<file path="config.mk">
export PLATFORM = sky130hd
export DESIGN_NAME = optload_wdt
export DESIGN_NICKNAME = d
export VERILOG_FILES = /design/src/rtl/optload_wdt_pkg.sv /design/src/rtl/optload_wdt_cfg.sv /design/src/rtl/optload_wdt_key.sv /design/src/rtl/optload_wdt_count.sv /design/src/rtl/optload_wdt.sv
export SDC_FILE = /design/constraint.sdc
export NUM_CORES = 1
export LEC_CHECK = 0
export BUFFER_PORTS_ARGS = -buffer_cell sky130_fd_sc_hd__buf_2
export CAP_MARGIN = 20
export CORE_MARGIN = 3
export CORE_UTILIZATION = 59
export CTS_BUF_LIST = sky130_fd_sc_hd__clkbuf_8
export DETAILED_ROUTE_END_ITERATION = 6
export GPL_TIMING_DRIVEN = 0
export PLACE_DENSITY = 0.9
export SYNTH_ARGS = -nofsm -noshare
export SYNTH_HDL_FRONTEND = slang
export SYNTH_SLANG_ARGS = --single-unit
</file>
<file path="constraint.sdc">
create_clock -name clk -period 5.6 [get_ports clk]
set_clock_uncertainty 0.05 [all_clocks]
set_input_delay 1.12 -clock clk [delete_from_list [all_inputs] [get_ports clk]]
set_output_delay 1.12 -clock clk [all_outputs]
set_load 0.03 [all_outputs]
</file>
<file path="src/rtl/optload_wdt_pkg.sv">
package optload_wdt_pkg;
  localparam int RATE_W = 3;
  localparam int RATE_MAX = (1 << RATE_W) - 1;
  localparam logic [7:0] KEY_ARM = 8'h55;
  localparam logic [7:0] KEY_FIRE = 8'hAA;
  localparam int CTL_WIN_BIT = 4;

  typedef struct packed {
    logic              win;
    logic [RATE_W-1:0] rate;
  } wdt_cfg_t;

  // period of a running rate, in cycles
  function automatic logic [31:0] period_of(input logic [RATE_W-1:0] rate, input int base);
    return 32'd1 << (32'(rate) + base);
  endfunction
endpackage

</file>
<file path="src/rtl/optload_wdt_cfg.sv">
module optload_wdt_cfg
  import optload_wdt_pkg::*;
(
  input  logic       clk,
  input  logic       rst,
  input  logic       special_mode,
  input  logic [7:0] opt_byte,
  input  logic       we,
  input  logic       wmask,
  input  logic [7:0] wdata,
  output wdt_cfg_t   cfg,
  output logic       used
);
  logic              accept;
  logic [RATE_W-1:0] new_rate;
  logic              unused_bits;

  assign accept   = we && !wmask && (special_mode || !used);
  assign new_rate = wdata[RATE_W-1:0];
  assign unused_bits = ^{opt_byte[7:RATE_W+1], wdata[7:CTL_WIN_BIT+1], wdata[CTL_WIN_BIT-1:RATE_W]};

  always_ff @(posedge clk) begin
    if (rst) begin
      cfg.rate <= ~opt_byte[RATE_W-1:0];
      cfg.win  <= ~opt_byte[RATE_W];
      used     <= 1'b0;
    end else if (accept) begin
      used <= 1'b1;
      if (new_rate != '0) cfg.rate <= new_rate;
      if (wdata[CTL_WIN_BIT]) cfg.win <= 1'b1;
    end
  end
endmodule

</file>
<file path="src/rtl/optload_wdt_key.sv">
module optload_wdt_key
  import optload_wdt_pkg::*;
(
  input  logic       clk,
  input  logic       rst,
  input  logic       en,
  input  logic       clr,
  input  logic       we,
  input  logic [7:0] wdata,
  input  logic       win_ok,
  output logic       refresh,
  output logic       violation
);
  logic seen;
  logic good_fire;

  assign good_fire = (wdata == KEY_FIRE) && seen && win_ok;
  assign refresh   = we && en && good_fire;
  assign violation = we && en && (wdata != KEY_ARM) && !good_fire;

  always_ff @(posedge clk) begin
    if (rst || clr) begin
      seen <= 1'b0;
    end else if (we && en) begin
      seen <= (wdata == KEY_ARM);
    end
  end
endmodule

</file>
<file path="src/rtl/optload_wdt_count.sv">
module optload_wdt_count
  import optload_wdt_pkg::*;
#(
  parameter int PERIOD_BASE = 10,
  localparam int CNT_W = RATE_MAX + PERIOD_BASE + 1
) (
  input  logic              clk,
  input  logic              rst,
  input  logic [RATE_W-1:0] rate,
  input  logic              win,
  input  logic              refresh,
  input  logic              violation,
  output logic              win_ok,
  output logic              fire,
  output logic              wdog_rst
);
  logic             en;
  logic [CNT_W-1:0] cnt;
  logic [CNT_W-1:0] period;
  logic [CNT_W-1:0] last;
  logic [CNT_W-1:0] open_at;

  assign en      = (rate != '0);
  assign period  = CNT_W'(period_of(rate, PERIOD_BASE));
  assign last    = period - CNT_W'(1);
  assign open_at = period - (period >> 2);
  assign win_ok  = !win || (cnt >= open_at);
  assign fire    = en && (violation || cnt == last);

  always_ff @(posedge clk) begin
    if (rst) begin
      cnt      <= '0;
      wdog_rst <= 1'b0;
    end else begin
      wdog_rst <= fire;
      if (!en || fire || refresh) cnt <= '0;
      else                        cnt <= cnt + CNT_W'(1);
    end
  end
endmodule

</file>
<file path="src/rtl/optload_wdt.sv">
module optload_wdt
  import optload_wdt_pkg::*;
#(
  parameter int PERIOD_BASE = 10
) (
  input  logic              clk,
  input  logic              rst,
  input  logic              special_mode,
  input  logic [7:0]        opt_byte,
  input  logic              ctl_we,
  input  logic              ctl_wmask,
  input  logic [7:0]        ctl_wdata,
  input  logic              arm_we,
  input  logic [7:0]        arm_wdata,
  output logic              wdog_rst,
  output logic [RATE_W-1:0] stat_rate,
  output logic              stat_win,
  output logic              stat_used
);
  wdt_cfg_t cfg;
  logic     refresh, violation, win_ok, fire;

  optload_wdt_cfg u_cfg (
    .clk(clk), .rst(rst), .special_mode(special_mode), .opt_byte(opt_byte),
    .we(ctl_we), .wmask(ctl_wmask), .wdata(ctl_wdata), .cfg(cfg), .used(stat_used)
  );

  optload_wdt_key u_key (
    .clk(clk), .rst(rst), .en(cfg.rate != '0), .clr(fire), .we(arm_we),
    .wdata(arm_wdata), .win_ok(win_ok), .refresh(refresh), .violation(violation)
  );

  optload_wdt_count #(.PERIOD_BASE(PERIOD_BASE)) u_count (
    .clk(clk), .rst(rst), .rate(cfg.rate), .win(cfg.win), .refresh(refresh),
    .violation(violation), .win_ok(win_ok), .fire(fire), .wdog_rst(wdog_rst)
  );

  assign stat_rate = cfg.rate;
  assign stat_win  = cfg.win;
endmodule

</file>
* Word-level counts from Yosys, hierarchy flattened
Cells that the tools add are included.
** Storage, ports and cells
- Bits in registers :: 25
- Input bits :: 30
- Output and inout port bits :: 6
- Word-level logic and storage cells :: 50
** Cells by class
- Add/sub/neg operators :: 4
- $lt $le $gt $ge :: 1
- Equality and inequality tests :: 4
- Shift operators :: 1
- Multiplexer cells :: 4
- Bitwise gates (word level) :: 2
- Reduce and logical (&&, ||, !) cells :: 28
** Operators by type and width (count)
- $shl A1 B32 Y18 const A :: 1
- $add A18 B1 Y18 const B :: 1
- $eq A18 B18 Y1 :: 1
- $ge A18 B18 Y1 :: 1
- $sub A18 B1 Y18 const B :: 1
- $sub A18 B16 Y18 :: 1
- $logic_and A1 B1 Y1 :: 9
- $eq A8 B7 Y1 const B :: 1
- $eq A8 B8 Y1 const B :: 1
- $mux W4 :: 2
- $ne A8 B7 Y1 const B :: 1
- $logic_or A1 B1 Y1 :: 6
- $reduce_bool A2 Y1 :: 3
- $reduce_bool A3 Y1 :: 2
- $add A3 B4 Y5 const B :: 1
- $logic_not A1 Y1 :: 5
- $reduce_and A2 Y1 :: 2
- $mux W3 :: 1
- $not A3 Y3 :: 1
- $reduce_or A2 Y1 :: 1
- $mux W1 :: 1
- $not A1 Y1 :: 1

* Depth between registers and ports, before layout
Gate-level depths: netlist of the first run.
- Depth in word-level cells :: 13
- Mapped depth :: 21
- Mapped depth without buffers :: 18

* By module
Synthesis of the first run repeated with hierarchy kept, for this count alone.
** Unflattened totals
- Cell total of the unflattened synthesis :: 248
- Area total of the unflattened synthesis :: 2180.8 µm²
** By module, submodules not included
- optload_wdt_count :: times used 1, cells each 213, area each 1820.5 µm², sequential area each 380.4 µm²
- optload_wdt_cfg :: times used 1, cells each 21, area each 236.5 µm², sequential area each 140.1 µm²
- optload_wdt_key :: times used 1, cells each 13, area each 117.6 µm², sequential area each 20.0 µm²
- optload_wdt :: times used 1, cells each 1, area each 6.3 µm², sequential area each 0.0 µm²

* Worst setup path before layout of the first run
No wires, ideal clock.
- Path kind :: reg2reg
- From :: reg, netlist name u_cfg.cfg[1]
- To :: reg u_count.cnt[10]
- Library setup time :: 0.115 ns
- Data arrival time :: 4.257 ns
- Required time :: 5.435 ns
- Slack :: 1.178 ns
- Cell stages (with the launch flop) :: 20
- Buffers on the path :: 3
- Clock period less this slack :: 4.422 ns
- Path through :: edfxtp_1 buf_6 inv_1 ha_1 buf_2 nor4b_4 inv_1 ha_1 a21o_1 a211oi_1 a21oi_1 a211oi_1 o21ba_2 ha_1 a211oi_1 nand3_1 o21a_1 o2111ai_4 buf_6 nor2_1
** On the way
- Word-level cells in the longest chain between the ends :: 13
- Elaborated cells on any way between the ends :: 20
- Classes of those cells :: add/sub (3); order compare (1); eq/ne (1); shift (1); reduce/logical (14)
** RTL lines
- $add A3 B4 Y5 :: line optload_wdt_pkg.sv:15 : return 32'd1 << (32'(rate) + base);
- $shl A1 B32 Y18 :: line optload_wdt_pkg.sv:15
- $sub A18 B16 Y18 :: line optload_wdt_count.sv:26 : assign open_at = period - (period >> 2);
- $ge A18 B18 Y1 :: line optload_wdt_count.sv:27 : assign win_ok = !win || (cnt >= open_at);
- $logic_or A1 B1 Y1 :: line optload_wdt_count.sv:27
- $logic_and A1 B1 Y1 :: line optload_wdt_key.sv:17 : assign good_fire = (wdata == KEY_FIRE) && seen && win_ok;
- $logic_not A1 Y1 :: line optload_wdt_key.sv:19 : assign violation = we && en && (wdata != KEY_ARM) && !good_fire;
- $logic_and A1 B1 Y1 :: line optload_wdt_key.sv:19
- $logic_or A1 B1 Y1 :: line optload_wdt_count.sv:28 : assign fire = en && (violation || cnt == last);
- $logic_and A1 B1 Y1 :: line optload_wdt_count.sv:28
- $logic_or A1 B1 Y1 :: line optload_wdt_count.sv:36 : if (!en || fire || refresh) cnt <= '0;
- $logic_or A1 B1 Y1 * :: line optload_wdt_count.sv:36
- $reduce_or A2 Y1 (no line) *
- end signal: assignment :: line optload_wdt_count.sv:37 : else cnt <= cnt + CNT_W'(1);
- end: declaration :: line optload_wdt_count.sv:18 : logic [CNT_W-1:0] cnt;
Every way passes the cells marked *; elsewhere a longest branch is shown, timed or not.
A chain may end at the register's enable or synchronous reset.

* Final worst setup path of the first run
- From :: reg, netlist name u_cfg.cfg[1]
- To :: reg u_count.cnt[17]
** On the way
- Word-level cells in the longest chain between the ends :: 13
- Elaborated cells on any way between the ends :: 20
- Classes of those cells :: add/sub (3); order compare (1); eq/ne (1); shift (1); reduce/logical (14)
** RTL lines (line)
- $add A3 B4 Y5 :: optload_wdt_pkg.sv:15
- $shl A1 B32 Y18 :: optload_wdt_pkg.sv:15
- $sub A18 B16 Y18 :: optload_wdt_count.sv:26
- $ge A18 B18 Y1 :: optload_wdt_count.sv:27
- $logic_or A1 B1 Y1 :: optload_wdt_count.sv:27
- $logic_and A1 B1 Y1 :: optload_wdt_key.sv:17
- $logic_not A1 Y1 :: optload_wdt_key.sv:19
- $logic_and A1 B1 Y1 :: optload_wdt_key.sv:19
- $logic_or A1 B1 Y1 :: optload_wdt_count.sv:28
- $logic_and A1 B1 Y1 :: optload_wdt_count.sv:28
- $logic_or A1 B1 Y1 :: optload_wdt_count.sv:36
- $logic_or A1 B1 Y1 * :: optload_wdt_count.sv:36
- $reduce_or A2 Y1 (no line) *
Marks and branches as above.

==> flow_metrics.tcl, run 1 <==
set metrics [dict create \
    status "finished clean" \
    rr_endpoint "u_count.cnt[17]" \
    period_minus_slack_ps 4963 \
    worst_r2r_startpoint "u_cfg.cfg[1]" \
    placement.io_buffers 26 \
    ys_top_cells_by_count "sky130_fd_sc_hd__ha_1, sky130_fd_sc_hd__nor2_1, sky130_fd_sc_hd__dfxtp_1, sky130_fd_sc_hd__inv_1, sky130_fd_sc_hd__nand3_1" \
    syn-mean-instance-area_um2 8.587 \
    worst_hold_path_type "reg -> reg" \
    rsz0062_at_grt "false" \
    post_cts.repair.setup_buffers 0 \
    report.final.hold_viol_count 0 \
    die_w_um 66.08 \
    ys_seq_area_frac 0.2538 \
    vias_per_cell 5.634 \
    globalRouteOverflowTotal 0 \
    cell_accounting_for_the_most_synthesized_area "sky130_fd_sc_hd__dfxtp_1" \
    fmax_mhz 201.5 \
    globalRoute.busiestLayer "met2" \
    design.core.area_um2 3416 \
    insertion_delay_ps 290 \
    grt_use_met1 0.2560 \
    setup_slack_ps 637.5 \
    antennaDiodeCount 0 \
    final_max_slew_viol_count 0 \
    setup_viol 0 \
    finalWeightedCongestion 0.8657 \
    multi_input_area_um2 1474 \
    power_density_nw_per_um2 191.6 \
    worst_setup_path_start_kind "flip-flop" \
    ys_seq_elements 25 \
    detailed_place.area_um2 2344 \
    clock_tree_from_tritoncts "yes" \
    io-pin-count 36 \
    syn-cell-area_um2 2130 \
    min_to "u_count.cnt[0]" \
    grt_start_max_net_pins 17 \
    start_util 0.6234 \
    grt_pass1_vias 1812 \
    max-cap-violations 0 \
    seq_area_um2 540.5 \
    cts_hold_buf 0 \
    area_delta_synth_final_pct 12.40 \
    fp-row-count 21 \
    postSynth.topFlopCell "sky130_fd_sc_hd__dfxtp_1" \
    cts_repair_resize_count 0 \
    power.static_leakage_nw 1.096 \
    die-height_um 66.08 \
    async_reset_ff_frac 0 \
    netlist_top_cells_area "sky130_fd_sc_hd__dfxtp_1, sky130_fd_sc_hd__ha_1, sky130_fd_sc_hd__xor2_1" \
    detail_route.first_pass.iterations 4 \
    cts_max_level 1 \
    layout.core_utilization 0.7007 \
    cts-root-to-sink-buffers 2 \
    timing.hold.worst_path_depth 1 \
    cts-root-buf "sky130_fd_sc_hd__clkbuf_8" \
    post-place-ws_ps 703.6 \
    timing.setup.critical_path_class "reg -> reg" \
    use_met3 0.03061 \
    crit_path_max_fo 10 \
    critical_path_arrival_ps 5120 \
    floorplan_die_area_um2 4367 \
    cts_buffer_count 3 \
    fraction_of_synthesized_cell_area_taken_by_the_top_area_cell_type 0.1974 \
    worstSetupEndpointType "flip-flop" \
    fill_cells 275 \
    synth_cell_type_count 45 \
    reg2reg_depth 19 \
    final.setup.tns_ps 0 \
    drt_iter0_drc 135 \
    antenna_found_initial 0 \
    detail_route.wl_per_cell_um 14.02 \
    design.final.nets 348 \
    share_of_cells_above_drive_strength_1 0.1544 \
    min-delay-start "u_count.cnt[0]" \
    grt_util_all_layers 0.2268 \
    use_met2 0.4287 \
    final_period_util 0.8862 \
    drc_errors_left 0 \
    grt_first_pass_wirelength_um 7714 \
    ir_worst_vdd_mv 0.1412 \
    synth_enable_flop_cells 4 \
    drt.antenna.violating_nets 0 \
    clock_pin_slew_reported_for_the_worst_setup_and_hold_paths_after_clock_tree_synthesis_ps 100 \
    clock_sinks 25 \
    syn_inst 248 \
    synthesis.yosys.warnings 0 \
    design_power_total_mw 0.4587 \
    final_area_um2 2394 \
    dp.final_hpwl_um 3686 \
    cp.required_ps 5760 \
    detailroute.via_count 1865 \
    setup.reg_to_reg.worst_slack_ps 640 \
    wirelength_um 4642 \
]
[how the worst max path moves through the flow]
stage,start,end
after floorplan,u_cfg.cfg[1],u_count.cnt[10]
after global placement,u_cfg.cfg[1],u_count.cnt[16]
after detailed placement,u_cfg.cfg[1],u_count.cnt[16]
after CTS,u_cfg.cfg[1],u_count.cnt[17]
after global routing,u_cfg.cfg[1],u_count.cnt[17]
final,u_cfg.cfg[1],u_count.cnt[17]
[cell usage in the layout, fill, tap and decap left out, types with 3 or more instances in the layout]
| cell type | instances |
|---|---|
| sky130_fd_sc_hd__nor3_1 | 6 |
| sky130_fd_sc_hd__xnor2_1 | 12 |
| sky130_fd_sc_hd__a211oi_1 | 6 |
| sky130_fd_sc_hd__nor2b_1 | 6 |
| sky130_fd_sc_hd__xor2_1 | 15 |
| sky130_fd_sc_hd__o21ai_0 | 4 |
| sky130_fd_sc_hd__inv_1 | 21 |
| sky130_fd_sc_hd__nand4_1 | 3 |
| sky130_fd_sc_hd__ha_1 | 32 |
| sky130_fd_sc_hd__edfxtp_1 | 4 |
| sky130_fd_sc_hd__buf_2 | 28 |
| sky130_fd_sc_hd__and3_1 | 3 |
| sky130_fd_sc_hd__nor2_1 | 32 |
| sky130_fd_sc_hd__nand2_1 | 12 |
| sky130_fd_sc_hd__conb_1 | 9 |
| sky130_fd_sc_hd__clkbuf_8 | 3 |
| sky130_fd_sc_hd__dfxtp_1 | 21 |
| sky130_fd_sc_hd__a21o_1 | 3 |
| sky130_fd_sc_hd__mux2i_1 | 3 |
| sky130_fd_sc_hd__a21oi_1 | 8 |
| sky130_fd_sc_hd__buf_6 | 4 |
| sky130_fd_sc_hd__nand3_1 | 16 |
[final cells by class]
class / count / area share
sequential: 25 / 0.2258
clock inverter: 1 / 0.003659
inverter: 22 / 0.03450
multi-input combinational: 201 / 0.6158
tap: 46 / 0.02405
clock buffer: 3 / 0.01725
timing repair buffer: 26 / 0.05436
buffer: 7 / 0.02457
[layer usage]
metal  vias to the layer above  share of wire
met1                       873           0.42
met2                        51           0.51
met4                         0          0.022
met3                        11          0.045
met5                         -              0
li1                        930              -
[sequential cells by signal (all words and copies together), names as in the netlist]
| register | count |
|---|---|
| u_cfg.cfg | 4 |
| u_count.wdog_rst | 1 |
| u_count.cnt | 18 |
| u_cfg.used | 1 |
| u_key.seen | 1 |
[report_power, final]
group	internal, mW	switching [mW]
Clock	0.0524	0.0640
Sequential	0.188	0.00511
Combinational	0.0662	0.0834
[per-stage QoR]
stage	hold WS (ps)	std cells
after CTS	465.4	331
after detailed placement	446.8	327
after global routing	497.2	331
after floorplan	391.6	255
after global placement	417.3	327
final	460.8	331
[critical path, stage by stage (launching register included)]
cell and delay, ps:
sky130_fd_sc_hd__edfxtp_1 470, sky130_fd_sc_hd__buf_6 190, sky130_fd_sc_hd__inv_1 110, sky130_fd_sc_hd__ha_1 280
sky130_fd_sc_hd__buf_2 210, sky130_fd_sc_hd__nor4b_4 310, sky130_fd_sc_hd__inv_1 80, sky130_fd_sc_hd__ha_1 350
sky130_fd_sc_hd__a21o_1 200, sky130_fd_sc_hd__a211oi_1 230, sky130_fd_sc_hd__a21oi_1 120, sky130_fd_sc_hd__a211oi_1 220
sky130_fd_sc_hd__o21ba_2 200, sky130_fd_sc_hd__ha_1 290, sky130_fd_sc_hd__a211oi_1 430, sky130_fd_sc_hd__nand3_1 200
sky130_fd_sc_hd__o211ai_1 350, sky130_fd_sc_hd__o2111ai_4 260, sky130_fd_sc_hd__buf_6 210, sky130_fd_sc_hd__nor2_1 130
[logic make-up after synthesis]
group           synth area share
xor+xnor                  0.1110
buf+inv                  0.06639
mux                      0.01410
fa+ha+maj                 0.1880
simple gates              0.2350
other cells             0.003527
flops                     0.2538
compound gates            0.1281
No activity file was read; power rests on OpenSTA's default activity.
==> run 2: changes to the inputs <==
--- a/config.mk
+++ b/config.mk
@@ -13,6 +13,7 @@
 export DETAILED_ROUTE_END_ITERATION = 6
 export GPL_TIMING_DRIVEN = 0
 export PLACE_DENSITY = 0.9
+export REMOVE_ABC_BUFFERS = 1
 export SYNTH_ARGS = -nofsm -noshare
 export SYNTH_HDL_FRONTEND = slang
 export SYNTH_SLANG_ARGS = --single-unit
==> flow_metrics.tcl, run 2 (synthesized netlist as in run 1, its figures left out) <==
set metrics [dict create \
    worst_setup_path_start_kind "flip-flop" \
    report.final.hold_viol_count 0 \
    grt_pass1_vias 1643 \
    timing.setup.critical_path_class "reg -> reg" \
    clock_sinks 25 \
    clock_tree_from_tritoncts "yes" \
    final_period_util 0.9183 \
    detail_route.first_pass.iterations 4 \
    setup_slack_ps 457.4 \
    power.sequential.fraction 0.449 \
    final.setup.tns_ps 0 \
    cp_cell_sequence "inv_1 -> ha_1 -> nor4b_4 -> inv_1 -> ha_1 -> a21o_1 -> a211oi_1 -> a21oi_1 -> a211oi_1 -> o21ba_2 -> ha_1 -> a211oi_1 -> nand3_1 -> o21a_1 -> o2111ai_4 -> nor2_1" \
    drt_iter0_drc 53 \
    design_power_total_mw 0.4390 \
    largest_register_ffs 18 \
    area_delta_synth_final_pct 9.694 \
    cp.required_ps 5680 \
    die-height_um 66.08 \
    antenna_found_initial 0 \
    share_of_cells_above_drive_strength_1 0.1398 \
    floorplan_die_area_um2 4367 \
    cts_max_level 1 \
    grt_first_pass_wirelength_um 7072 \
    drc_errors_left 0 \
    max-cap-violations 0 \
    placement.io_buffers 27 \
    critical_path.n_buffers_inverters 2 \
    post-place-ws_ps 528.9 \
    start_util 0.6234 \
    detail_route.wl_per_cell_um 12.98 \
    crit_path_max_fo 18 \
    vias_per_cell 5.391 \
    period_minus_slack_ps 5143 \
    antennaDiodeCount 0 \
    power_density_nw_per_um2 187.9 \
    worst_hold_path_type "reg -> reg" \
    whs_ps 448.2 \
    io-pin-count 36 \
    maximum_cell_stage_delay_along_the_critical_path_ps 770 \
    worst_r2r_startpoint "u_cfg.cfg[1]" \
    power.static_leakage_nw 1.064 \
    insertion_delay_ps 260 \
    clockPowerShare 0.234 \
    register_with_the_most_flip_flops "u_count.cnt" \
    cts-root-buf "sky130_fd_sc_hd__clkbuf_8" \
    setup.worst_path.start "u_cfg.cfg[1]" \
    die_w_um 66.08 \
    cts_repair_resize_count 0 \
    share_comb_of_total_power 0.317 \
    tightestPinTransition_ps 650.3 \
    cts_hold_buf 0 \
    cts_buffer_count 3 \
    netSwitchingPower_mw 0.1399 \
    post_cts.repair.setup_buffers 0 \
    max_slew_headroom 0.5665 \
    final_area_um2 2336 \
    highest_count_cells_in_the_layout_ignoring_fill_and_taps "sky130_fd_sc_hd__nor2_1, sky130_fd_sc_hd__ha_1, sky130_fd_sc_hd__buf_2, sky130_fd_sc_hd__inv_1, sky130_fd_sc_hd__dfxtp_1" \
    power_switching_share 0.3187 \
    detailroute.via_count 1752 \
    fmax_mhz 194.5 \
    rsz0062_at_grt "false" \
    timing.hold.worst_path_depth 1 \
    drt.antenna.violating_nets 0 \
    worst_path_max_delay_cell "sky130_fd_sc_hd__edfxtp_1" \
    design.core.area_um2 3416 \
    fp-row-count 21 \
    crit_family "compound AO/OA/AOI/OAI gates" \
    design.final.nets 342 \
    cp_num_cells 16 \
    finalWeightedCongestion 0.8365 \
    final_max_slew_viol_count 0 \
    status "finished clean" \
    cts-root-to-sink-buffers 2 \
    setup_viol 0 \
    globalRouteOverflowTotal 0 \
    biggestRegsByFlops "u_count.cnt x18, u_cfg.cfg x4" \
    worstSetupEndpointType "flip-flop" \
    reg2reg_depth 16 \
    clock_pin_slew_reported_for_the_worst_setup_and_hold_paths_after_clock_tree_synthesis_ps 80 \
    power.internal_mw 0.2991 \
    ir_worst_vdd_mv 0.2065 \
    dp.final_hpwl_um 3439 \
    critical_path_arrival_ps 5220 \
    min-delay-start "u_count.cnt[0]" \
    grt_util_all_layers 0.2006 \
    grt_start_max_net_pins 19 \
    detailed_place.area_um2 2290 \
    wirelength_um 4217 \
]
run 2: changes by cell type in the layout (fill, tap and decap cells not counted):
cell / before / now
sky130_fd_sc_hd__buf_2: 28 / 27
sky130_fd_sc_hd__inv_6: 1 / 0
sky130_fd_sc_hd__clkinv_2: 0 / 1
sky130_fd_sc_hd__clkbuf_1: 1 / 0
sky130_fd_sc_hd__buf_6: 4 / 0
run 2: cell type report:
cell class              instances  area (um2)
clock buffers                   3       41.29
clock inverters                 1       5.005
fillers                       280        1080
inverters                      22       82.58
multi-input cells             201        1474
flip-flops and latches         25       540.5
well taps                      46       57.56
repair buffers                 27       135.1
run 2: worst paths after layout:
kind,to,slack [ps]
max,u_count.cnt[6],460
min,u_count.cnt[0],450
max reg2reg,u_count.cnt[6],460
min reg2reg,u_count.cnt[0],450
run 2: layer usage:
metal / vias to the layer above / track usage / share of wire
li1: 917 / - / -
met1: 804 / 0.2576 / 0.45
met2: 27 / 0.3668 / 0.52
met3: 4 / 0.008503 / 0.019
met4: 0 / 0.04569 / 0.0081
met5: - / 0 / 0
run 2: power groups by stage:
| stage | Combinational (mW) | Clock [mW] | Sequential, mW |
|---|---|---|---|
| finish | 0.139 | 0.103 | 0.197 |
| global route | 0.156 | 0.113 | 0.198 |
| CTS | 0.138 | 0.105 | 0.197 |
| detailed placement | 0.138 | 0 | 0.201 |
| global placement | 0.132 | 0 | 0.201 |
| floorplan | 0.0968 | 0 | 0.205 |
run 2: metrics by stage:
stage / instances / util
floorplan: 248 / -
global placement: 321 / 0.6703
detailed placement: 321 / 0.6703
CTS: 325 / 0.6839
global route: 325 / 0.6839
finish: 325 / 0.6839
